$ cat config.mk
export PLATFORM = sky130hd
export DESIGN_NAME = phy_led_ctrl
export DESIGN_NICKNAME = d
export VERILOG_FILES = /design/src/rtl/phy_led_pkg.sv /design/src/rtl/phy_led_prescaler.sv /design/src/rtl/phy_led_pulse_stretch.sv /design/src/rtl/phy_led_channel.sv /design/src/rtl/phy_led_ctrl.sv
export SDC_FILE = /design/constraint.sdc
export NUM_CORES = 1
export LEC_CHECK = 0
export CAP_MARGIN = 10
export CELL_PAD_IN_SITES_DETAIL_PLACEMENT = 1
export CELL_PAD_IN_SITES_GLOBAL_PLACEMENT = 2
export CORE_ASPECT_RATIO = 0.6
export CORE_MARGIN = 3
export CORE_UTILIZATION = 36
export DETAILED_ROUTE_END_ITERATION = 16
export PLACE_DENSITY_LB_ADDON = 0.1
export SLEW_MARGIN = 20
export SYNTH_ARGS = -nofsm -noshare
export SYNTH_HDL_FRONTEND = slang
export SYNTH_SLANG_ARGS = --single-unit
$ cat constraint.sdc
create_clock -name clk -period 3.1 [get_ports clk]
set_input_delay 0.31 -clock clk [delete_from_list [all_inputs] [get_ports clk]]
set_output_delay 0.31 -clock clk [all_outputs]
set_load 0.01 [all_outputs]
$ cat src/rtl/phy_led_pkg.sv
package phy_led_pkg;

  // Tick counter: 64 ticks per second, so a 2 Hz wave spans 32 ticks.
  localparam int TICKS_PER_S = 64;
  localparam int TCNT_W      = 5;

  typedef enum logic [1:0] {
    SPD_10   = 2'd0,
    SPD_100  = 2'd1,
    SPD_1000 = 2'd2,
    SPD_NONE = 2'd3
  } speed_e;

  typedef struct packed {
    logic       link;
    logic [1:0] speed;
    logic       pdown;
    logic       eee;
    logic       aneg;
    logic       abist;
    logic       cdiag;
    logic       test;
  } phy_stat_t;

  // Suggested power-on contents for the external configuration registers.
  localparam logic [31:0] DEF_LED_HI = 32'h4040_2070;
  localparam logic [31:0] DEF_LED_LO = 32'h2000_0003;

  // 4-bit per-LED condition decode (constant-on, fast and slow blink).
  function automatic logic led_cond(input logic [3:0] code, input phy_stat_t s);
    logic l10, l100, l1000;
    l10   = s.link && (s.speed == SPD_10);
    l100  = s.link && (s.speed == SPD_100);
    l1000 = s.link && (s.speed == SPD_1000);
    case (code)
      4'h1:    led_cond = l10;
      4'h2:    led_cond = l100;
      4'h3:    led_cond = l10 || l100;
      4'h4:    led_cond = l1000;
      4'h5:    led_cond = l10 || l1000;
      4'h6:    led_cond = l100 || l1000;
      4'h7:    led_cond = l10 || l100 || l1000;
      4'h8:    led_cond = s.pdown;
      4'h9:    led_cond = s.eee;
      4'hA:    led_cond = s.aneg;
      4'hB:    led_cond = s.abist;
      4'hC:    led_cond = s.cdiag;
      default: led_cond = 1'b0;
    endcase
  endfunction

  // 3-bit group condition decode (scan and group blink).
  function automatic logic grp_cond(input logic [2:0] code, input phy_stat_t s);
    case (code)
      3'd1:    grp_cond = s.link;
      3'd2:    grp_cond = s.pdown;
      3'd3:    grp_cond = s.eee;
      3'd4:    grp_cond = s.aneg;
      3'd5:    grp_cond = s.abist;
      3'd6:    grp_cond = s.cdiag;
      3'd7:    grp_cond = s.test;
      default: grp_cond = 1'b0;
    endcase
  endfunction

  // Square wave for a rate code: a higher rate uses a lower counter bit.
  function automatic logic rate_wave(input logic [1:0] sel, input logic [TCNT_W-1:0] tc);
    case (sel)
      2'd0:    rate_wave = tc[4];
      2'd1:    rate_wave = tc[3];
      2'd2:    rate_wave = tc[2];
      default: rate_wave = tc[1];
    endcase
  endfunction

  // Low tick-count bits that wrap once per full period of a rate code.
  function automatic logic [TCNT_W-1:0] period_mask(input logic [1:0] sel);
    period_mask = 5'h1F >> sel;
  endfunction

endpackage

$ cat src/rtl/phy_led_prescaler.sv
module phy_led_prescaler
  import phy_led_pkg::*;
#(
  parameter int TICK_DIV = 1_953_125
) (
  input  logic              clk,
  input  logic              rst_n,
  output logic              tick,
  output logic [TCNT_W-1:0] tcnt
);
  localparam int DW = (TICK_DIV > 1) ? $clog2(TICK_DIV) : 1;

  logic [DW-1:0] div_cnt;

  assign tick = (div_cnt == DW'(TICK_DIV - 1));

  always_ff @(posedge clk or negedge rst_n) begin
    if (!rst_n) begin
      div_cnt <= '0;
      tcnt    <= '0;
    end else if (tick) begin
      div_cnt <= '0;
      tcnt    <= tcnt + 1'b1;
    end else begin
      div_cnt <= div_cnt + 1'b1;
    end
  end
endmodule

$ cat src/rtl/phy_led_pulse_stretch.sv
module phy_led_pulse_stretch #(
  parameter int PULSE_CYC = 2
) (
  input  logic clk,
  input  logic rst_n,
  input  logic evt,
  output logic busy,
  output logic lit
);
  localparam int CW = $clog2(PULSE_CYC + 1);

  typedef enum logic [1:0] {PS_IDLE, PS_ON, PS_GAP} ps_e;

  ps_e           st;
  logic [CW-1:0] cnt;

  always_ff @(posedge clk or negedge rst_n) begin
    if (!rst_n) begin
      st  <= PS_IDLE;
      cnt <= '0;
    end else begin
      case (st)
        PS_IDLE: if (evt) begin
          st  <= PS_ON;
          cnt <= CW'(PULSE_CYC - 1);
        end
        PS_ON: if (cnt == '0) begin
          st  <= PS_GAP;
          cnt <= CW'(PULSE_CYC - 1);
        end else begin
          cnt <= cnt - 1'b1;
        end
        PS_GAP: if (cnt == '0) st <= PS_IDLE;
                else           cnt <= cnt - 1'b1;
        default: st <= PS_IDLE;
      endcase
    end
  end

  assign lit  = (st == PS_ON);
  assign busy = (st != PS_IDLE);
endmodule

$ cat src/rtl/phy_led_channel.sv
module phy_led_channel
  import phy_led_pkg::*;
#(
  parameter int PULSE_CYC = 2
) (
  input  logic      clk,
  input  logic      rst_n,
  input  logic [7:0] cfg_hi,
  input  logic [7:0] cfg_lo,
  input  phy_stat_t stat,
  input  logic [2:0] act,        // {collision, rx, tx}
  input  logic      fast_wave,
  input  logic      slow_wave,
  output logic      val,
  output logic      pulse_lit
);
  logic evt, busy;
  logic on_c, fast_c, slow_c;

  // Mask bit 3 is reserved and is paired with a constant zero event.
  assign evt = |(cfg_lo[3:0] & {1'b0, act});

  phy_led_pulse_stretch #(.PULSE_CYC(PULSE_CYC)) u_stretch (
    .clk  (clk),
    .rst_n(rst_n),
    .evt  (evt),
    .busy (busy),
    .lit  (pulse_lit)
  );

  assign on_c   = led_cond(cfg_hi[7:4], stat);
  assign fast_c = led_cond(cfg_hi[3:0], stat);
  assign slow_c = led_cond(cfg_lo[7:4], stat);

  always_comb begin
    if (busy)        val = pulse_lit;
    else if (fast_c) val = fast_wave;
    else if (slow_c) val = slow_wave;
    else             val = on_c;
  end
endmodule

$ cat src/rtl/phy_led_ctrl.sv
module phy_led_ctrl
  import phy_led_pkg::*;
#(
  parameter int CLK_HZ  = 125_000_000,
  parameter int NUM_LED = 4
) (
  input  logic                 clk,
  input  logic                 rst_n,
  input  logic                 link_up,
  input  logic [1:0]           link_speed,
  input  logic                 power_down,
  input  logic                 eee_active,
  input  logic                 aneg_busy,
  input  logic                 selftest_busy,
  input  logic                 cablediag_busy,
  input  logic                 testmode_on,
  input  logic                 act_tx,
  input  logic                 act_rx,
  input  logic                 act_col,
  input  logic [1:0]           fast_rate,
  input  logic [1:0]           slow_rate,
  input  logic [2:0]           scan_cond,
  input  logic [2:0]           gblink_cond,
  input  logic [NUM_LED*8-1:0] led_hi_cfg,
  input  logic [NUM_LED*8-1:0] led_lo_cfg,
  output logic [NUM_LED-1:0]   led_out
);
  localparam int TICK_DIV  = (CLK_HZ / TICKS_PER_S > 0) ? CLK_HZ / TICKS_PER_S : 1;
  localparam int PULSE_CYC = 2 * TICK_DIV;
  localparam int PW        = (NUM_LED > 1) ? $clog2(NUM_LED) : 1;

  phy_stat_t         stat;
  logic              tick;
  logic [TCNT_W-1:0] tcnt;
  logic              fast_wave, slow_wave;
  logic              scan_act, cblink_act, scan_step;
  logic [PW-1:0]     scan_pos;
  logic [NUM_LED-1:0] chan_val, pulse_lit, led_next;

  assign stat = '{link: link_up, speed: link_speed, pdown: power_down,
                  eee: eee_active, aneg: aneg_busy, abist: selftest_busy,
                  cdiag: cablediag_busy, test: testmode_on};

  phy_led_prescaler #(.TICK_DIV(TICK_DIV)) u_presc (
    .clk  (clk),
    .rst_n(rst_n),
    .tick (tick),
    .tcnt (tcnt)
  );

  assign fast_wave  = rate_wave(fast_rate, tcnt);
  assign slow_wave  = rate_wave(slow_rate, tcnt);
  assign scan_act   = grp_cond(scan_cond, stat);
  assign cblink_act = grp_cond(gblink_cond, stat);
  assign scan_step  = tick && ((tcnt & period_mask(fast_rate)) == period_mask(fast_rate));

  genvar gi;
  generate
    for (gi = 0; gi < NUM_LED; gi++) begin : g_led
      phy_led_channel #(.PULSE_CYC(PULSE_CYC)) u_chan (
        .clk      (clk),
        .rst_n    (rst_n),
        .cfg_hi   (led_hi_cfg[gi*8 +: 8]),
        .cfg_lo   (led_lo_cfg[gi*8 +: 8]),
        .stat     (stat),
        .act      ({act_col, act_rx, act_tx}),
        .fast_wave(fast_wave),
        .slow_wave(slow_wave),
        .val      (chan_val[gi]),
        .pulse_lit(pulse_lit[gi])
      );

      always_comb begin
        if (scan_act)        led_next[gi] = (scan_pos == PW'(gi));
        else if (cblink_act) led_next[gi] = slow_wave;
        else                 led_next[gi] = chan_val[gi];
      end
    end
  endgenerate

  always_ff @(posedge clk or negedge rst_n) begin
    if (!rst_n) begin
      scan_pos <= '0;
    end else if (!scan_act) begin
      scan_pos <= '0;
    end else if (scan_step) begin
      scan_pos <= (scan_pos == PW'(NUM_LED - 1)) ? '0 : scan_pos + 1'b1;
    end
  end

  always_ff @(posedge clk or negedge rst_n) begin
    if (!rst_n) led_out <= '0;
    else        led_out <= led_next;
  end
endmodule

Yosys cells after proc, flatten, opt, wreduce, memory -nomap -nowiden
Cells that the tools add are included.
{"block": "totals", "register_bits": 128, "output_inout_bits": 4, "word_cells": 331}
{"block": "op_classes", "n_addsub": 7, "n_eq_ne": 194, "shift": 1, "n_mux": 72, "n_bitwise": 5, "n_reduce_logical": 40}
{"op": "$mux W22", "n": 12}
{"op": "$pmux W22 S3", "n": 4}
{"op": "$eq A4 B4 Y1 const B", "n": 60}
{"op": "$eq A4 B3 Y1 const B", "n": 48}
{"op": "$pmux W1 S12", "n": 12}
{"op": "$eq A4 B2 Y1 const B", "n": 24}
{"op": "$logic_not A22 Y1", "n": 4}
{"op": "$sub A22 B1 Y22 const B", "n": 4}
{"op": "$eq A4 B1 Y1 const B", "n": 12}
{"op": "$mux W2", "n": 15}
{"op": "$eq A3 B3 Y1 const B", "n": 8}
{"op": "$ne A2 B2 Y1 const B", "n": 12}
{"op": "$pmux W2 S3", "n": 4}
{"op": "$reduce_and A3 Y1", "n": 8}
{"op": "$add A21 B1 Y21 const B", "n": 1}
{"op": "$eq A21 B21 Y1 const B", "n": 1}
{"op": "$mux W21", "n": 1}
{"op": "$mux W1", "n": 20}
{"op": "$eq A2 B2 Y1 const B", "n": 9}
{"op": "$and A4 B3 Y4", "n": 4}
{"op": "$eq A2 B1 Y1 const B", "n": 8}
{"op": "$logic_not A2 Y1", "n": 8}
{"op": "$reduce_or A4 Y1", "n": 4}
{"op": "$pmux W1 S7", "n": 2}
{"op": "other kinds (13)", "n": 34}

Logic depth before layout (Yosys ltp)
{"block": "depth", "depth_word": 10, "ltp_mapped": 10, "mapped_depth_nobuf": 8}

Cells and area by module
A second synthesis with hierarchy kept.
{"block": "unflattened", "hier_cells": 1059, "hier_area_um2": 9576.7}
{"mod": "phy_led_pulse_stretch at g_led[0].u_chan.u_stretch ...", "n_inst": 3, "cells_each": 163, "area_per_inst_um2": 1485.2}
{"mod": "phy_led_pulse_stretch at g_led[2].u_chan.u_stretch", "n_inst": 1, "cells_each": 177, "area_per_inst_um2": 1691.6}
{"mod": "phy_led_channel", "n_inst": 4, "cells_each": 55, "area_per_inst_um2": 415.4}
{"mod": "phy_led_prescaler", "n_inst": 1, "cells_each": 125, "area_per_inst_um2": 1263.7}
{"mod": "phy_led_ctrl", "n_inst": 1, "cells_each": 48, "area_per_inst_um2": 504.2}

Least setup slack after synthesis
OpenSTA, ideal clock, no wires.
{"block": "synth_path", "path_kind": "register to register", "from": "register g_led[3].u_chan.u_stretch.cnt[0]", "to": "register g_led[3].u_chan.u_stretch.cnt[12]", "setup_time_ps": 121, "arrival_ps": 2572, "setup_slack_ps": 407, "path_stages_with_launch": 10, "path_buffers": 2, "path_cell_list": "dfrtp_1 > inv_1 > ha_1 > or3b_1 > or4b_1 > clkbuf_1 > nor4_4 > a21oi_2 > buf_6 > a22o_1"}
{"block": "synth_via", "elab_chain_cells": 3, "word_cells_on_any_way": 7, "classes_between": "1 x add/sub; 1 x eq/ne; 3 x mux; 2 x reduce/logical"}
{"item": "start: declaration", "line": "phy_led_pulse_stretch.sv:15", "rtl": "logic [CW-1:0] cnt;"}
{"item": "start signal: assignment", "line": "phy_led_pulse_stretch.sv:25", "rtl": "cnt <= CW'(PULSE_CYC - 1);"}
{"item": "start signal: assignment", "line": "phy_led_pulse_stretch.sv:29", "rtl": "cnt <= CW'(PULSE_CYC - 1);"}
{"item": "start signal: assignment", "line": "phy_led_pulse_stretch.sv:31", "rtl": "cnt <= cnt - 1'b1;"}
{"item": "$sub A22 B1 Y22 or $logic_not A22 Y1 (tied branches)"}
{"item": "$mux W22, or another cell as far along", "line": "phy_led_pulse_stretch.sv:33", "rtl": "PS_GAP: if (cnt == '0) st <= PS_IDLE;"}
{"item": "$pmux W22 S3 or $reduce_and A3 Y1 (tied branches)"}
Parallel ways exist; a longest one is shown, timed or not. The select of a mux whose other input is x is not followed.
A chain may end at the register's enable or synchronous reset.

Worst setup path after layout
{"block": "layout_path", "from": "register g_led[3].u_chan.u_stretch.cnt[0]", "to": "register g_led[3].u_chan.u_stretch.cnt[2]"}
Same word-level chain as after synthesis.

==> summary.txt <==
Status
  • Outcome: complete, no violations

Place
  • Placement Cell Area: 10500 µm²
  • HPWL Detailed: 21300 µm
  • Number of port buffers: 87
  • GPL Wtd Cong: 0.786

Clock tree
  • Worst-skew pair later-pin latency: 0.44 ns
  • Max Buffers Root-to-Sink: 2
  • CTS tree: built
  • Setup Fix Bufs, Post-CTS: 0
  • Root buffer cell: clkbuf_16
  • Clock slew at reported path FFs: 0.06 ns
  • # H-tree levels: 4
  • CTS Buf Count: 17
  • Clock sink count: 128

Yosys
  • Post-Syn Instances: 1046
  • Mean post-synth cell area: 8.60 µm²
  • Post-synth EDFFs: 0
  • Mapped Area: 8990 µm²
  • Count of cell types in the netlist: 73
  • Yosys warnings: 0
  • Share of async-settable or async-resettable flops after synthesis: 1.00
  • Yosys reg bits: 128
  • Synthesized Nets: 1168
  • Ys flop type: dfrtp_1
  • Sequential fraction of the synthesis area: 0.356

Worst setup path
  • Crit path DAT: 3.15 ns
  • Reg-to-reg endpoint: g_led[3].u_chan.u_stretch.cnt[2]
  • Reg2reg setup slack: 0.27 ns
  • Worst Setup End Kind: flip-flop
  • Startpoint Class: flip-flop
  • Reg2reg start: g_led[3].u_chan.u_stretch.cnt[0]
  • Crit-path max FO: 6
  • Crit path kind: flip-flop to flip-flop
  • Worst reg2reg path depth: 8
  • Data required time of the critical path: 3.42 ns

STA
  • Unrepaired setup endpoints after global routing: false
  • Least-Margin Pin Slew: 0.868 ns
  • Max-slew headroom: 0.421
  • Final setup violation count: 0
  • Fin crit period: 2.83 ns
  • Max Freq: 353 MHz
  • Clock skew: 0.00999 ns
  • Setup TNS: 0 ns
  • Hold violation count in the final report: 0
  • Slew Limit Fails: 0
  • Tcrit/Tclk final: 0.913

Die
  • Num ports: 92
  • Die width: 210 µm
  • Core area: 24400 µm²
  • Die Y: 128 µm
  • Initial Utilization: 0.369
  • Area of the die: 27000 µm²
  • Rows: 44

Global route
  • Met1 Resource Use GR: 0.343
  • Largest net degree at the start of global routing: 67
  • GRT busiest layer: met1
  • Antenna violations before repair: 0
  • Gr ovfl total: 0
  • First-pass GRT wire length: 48200 µm
  • Met2 usage: 0.324
  • Tot GR Track Use: 0.222
  • Grt met3 use: 0.0378
  • Vias in the first global route: 8697

Power
  • VDD IR-drop max: 0.387 mV
  • Pwr dens: 807 nW/µm²
  • Leakage: 0.00455 µW

Flow run
  • Number of max-cap violations: 0

Routing
  • Post-DR wirelength/cell: 19.2 µm
  • Total wire length: 28800 µm
  • DRT antenna net count: 0
  • First DRT Iteration DRCs: 449
  • # DRC: 0
  • Vias: 8526
  • Pre-antenna DRT Iters: 5
  • Vias per inst: 5.68

Finish
  • Final net count: 1287
  • Area of the multi-input gates: 5500 µm²
  • Diode count: 0
  • Filler cell count: 2890
  • Layout area overhead: 24.2%
  • Storage element area: 3200 µm²
  • Share of layout cells above drive strength 1: 0.110
  • Final Cell Area: 11200 µm²

Min path
  • Worst hold path type: input port to asynchronous set/reset pin
[registers in the layout (all words and copies together), names as in the netlist]
register,cells
scan_pos,2
g_led.u_chan.u_stretch.cnt,88
g_led.u_chan.u_stretch.st,8
led_out,4
u_presc.tcnt,5
u_presc.div_cnt,21
[cell usage after synthesis (6+ instances only)]
master	instances	area share
ha_1	34	0.047
a21oi_1	65	0.036
mux2i_1	28	0.031
nor3b_1	12	0.010
clkbuf_1	30	0.013
and3_1	12	0.0083
nand2b_1	9	0.0063
nor4bb_1	8	0.0089
xor2_1	12	0.012
nor4_1	30	0.021
nor2b_1	7	0.0049
nor2_1	113	0.047
a22o_1	11	0.011
nand3b_1	18	0.015
nand4_1	17	0.012
or4_1	8	0.0067
nand2_1	74	0.031
buf_2	6	0.0033
xnor2_1	24	0.023
a211o_1	7	0.0068
dfrtp_1	128	0.36
o21ai_0	102	0.057
o211ai_1	7	0.0058
mux4_2	8	0.020
a31oi_1	20	0.014
nand4b_1	8	0.0078
nor3_1	37	0.021
or3_1	19	0.013
o21a_1	10	0.0083
o31ai_1	7	0.0058
inv_1	40	0.017
mux2_2	15	0.019
or2_2	6	0.0042
nand3_1	27	0.015
[critical path, cell delays in order, from the launching register on]
cell     delay, ns
dfrtp_1       0.37
inv_1         0.08
ha_1          0.18
or3b_1        0.37
or4b_1        0.69
nor4_4        0.37
o21a_1        0.32
o21ai_0       0.11
a21o_1        0.22
[how the worst max path moves through the flow]
stage | from | endpoint | slack [ns] | cells past startpoint
after floorplan | g_led[3].u_chan.u_stretch.cnt[0] | g_led[3].u_chan.u_stretch.cnt[12] | 0.41 | 9
after detailed placement | g_led[3].u_chan.u_stretch.cnt[0] | g_led[3].u_chan.u_stretch.cnt[4] | 0.22 | 8
after global routing | g_led[3].u_chan.u_stretch.cnt[0] | g_led[3].u_chan.u_stretch.cnt[5] | 0.03 | 8
final | g_led[3].u_chan.u_stretch.cnt[0] | g_led[3].u_chan.u_stretch.cnt[2] | 0.27 | 8
after CTS | g_led[3].u_chan.u_stretch.cnt[0] | g_led[3].u_chan.u_stretch.cnt[4] | 0.21 | 8
after global placement | g_led[3].u_chan.u_stretch.cnt[9] | g_led[3].u_chan.u_stretch.cnt[10] | 0.27 | 6
[power by group]
group / leakage, µW / switching (µW) / internal, µW / total, µW
clock: 0.000302 / 818 / 1330 / 2150
sequential: 0.00160 / 490 / 2170 / 2660
combinational: 0.00264 / 2470 / 1730 / 4200
[layout by cell type (no fill, tap or decap), types with 9 or more instances in the layout]
master / netlist / layout
dfrtp_1: 128 / 128
nor2_1: 113 / 113
o21ai_0: 102 / 101
clkdlybuf4s50_1: 0 / 86
nand2_1: 74 / 74
a21oi_1: 65 / 65
buf_4: 0 / 51
inv_1: 40 / 40
nor3_1: 37 / 37
ha_1: 34 / 34
nor4_1: 30 / 29
mux2i_1: 28 / 28
nand3_1: 27 / 27
xnor2_1: 24 / 24
a31oi_1: 20 / 20
or3_1: 19 / 19
nand3b_1: 18 / 18
nand4_1: 17 / 17
clkbuf_16: 0 / 17
mux2_2: 15 / 15
and3_1: 12 / 12
xor2_1: 12 / 12
nor3b_1: 12 / 12
a22o_1: 11 / 11
o21a_1: 10 / 10
nand2b_1: 9 / 9
[final cells by class]
class,count,share of cell area
clock buffer,20,0.0418
clock inverter,12,0.0142
inverter,40,0.0134
multi-input combinational,838,0.493
sequential,128,0.287
tap,322,0.0361
timing repair buffer,140,0.115
[metal layers]
layer / wire length [µm] / vias to the layer above
li1: - / 4144
met4: 231 / 0
met5: 0 / -
met1: 15700 / 4280
met3: 594 / 16
met2: 12200 / 86
[stage by stage]
stage           util  setup WS (ns)  total power (µW)  instances  hold WS, ns
2_1_floorplan      -          0.407              5290       1046       0.0144
3_3_place_gp   0.432          0.273              6760       1467        0.356
3_5_place_dp   0.432          0.217              6870       1467        0.363
4_1_cts        0.458          0.215              9080       1500        0.463
5_1_grt        0.458         0.0338              9790       1500        0.489
6_report       0.458          0.269              9010       1500        0.426
[logic make-up (layout without fill, tap and decap cells)]
kind of cell | Yosys count | after routing | share of synthesized area
AND/OR/NAND/NOR | 422 | 422 | 0.250
AO/OA/AOI/OAI | 295 | 295 | 0.206
flip-flops | 128 | 128 | 0.356
buffers and inverters | 80 | 212 | 0.0359
multiplexers | 51 | 51 | 0.0700
XOR/XNOR | 36 | 36 | 0.0351
adder cells (fa/ha/maj) | 34 | 34 | 0.0473
[what timing repair did]
action	4_1_cts	5_1_grt
setup endpoints to repair	0	5
endpoints found under the hold margin	64	0
resized for setup	0	2
hold buffers	1	0
Note: power is estimated with default switching activity, not from simulation.
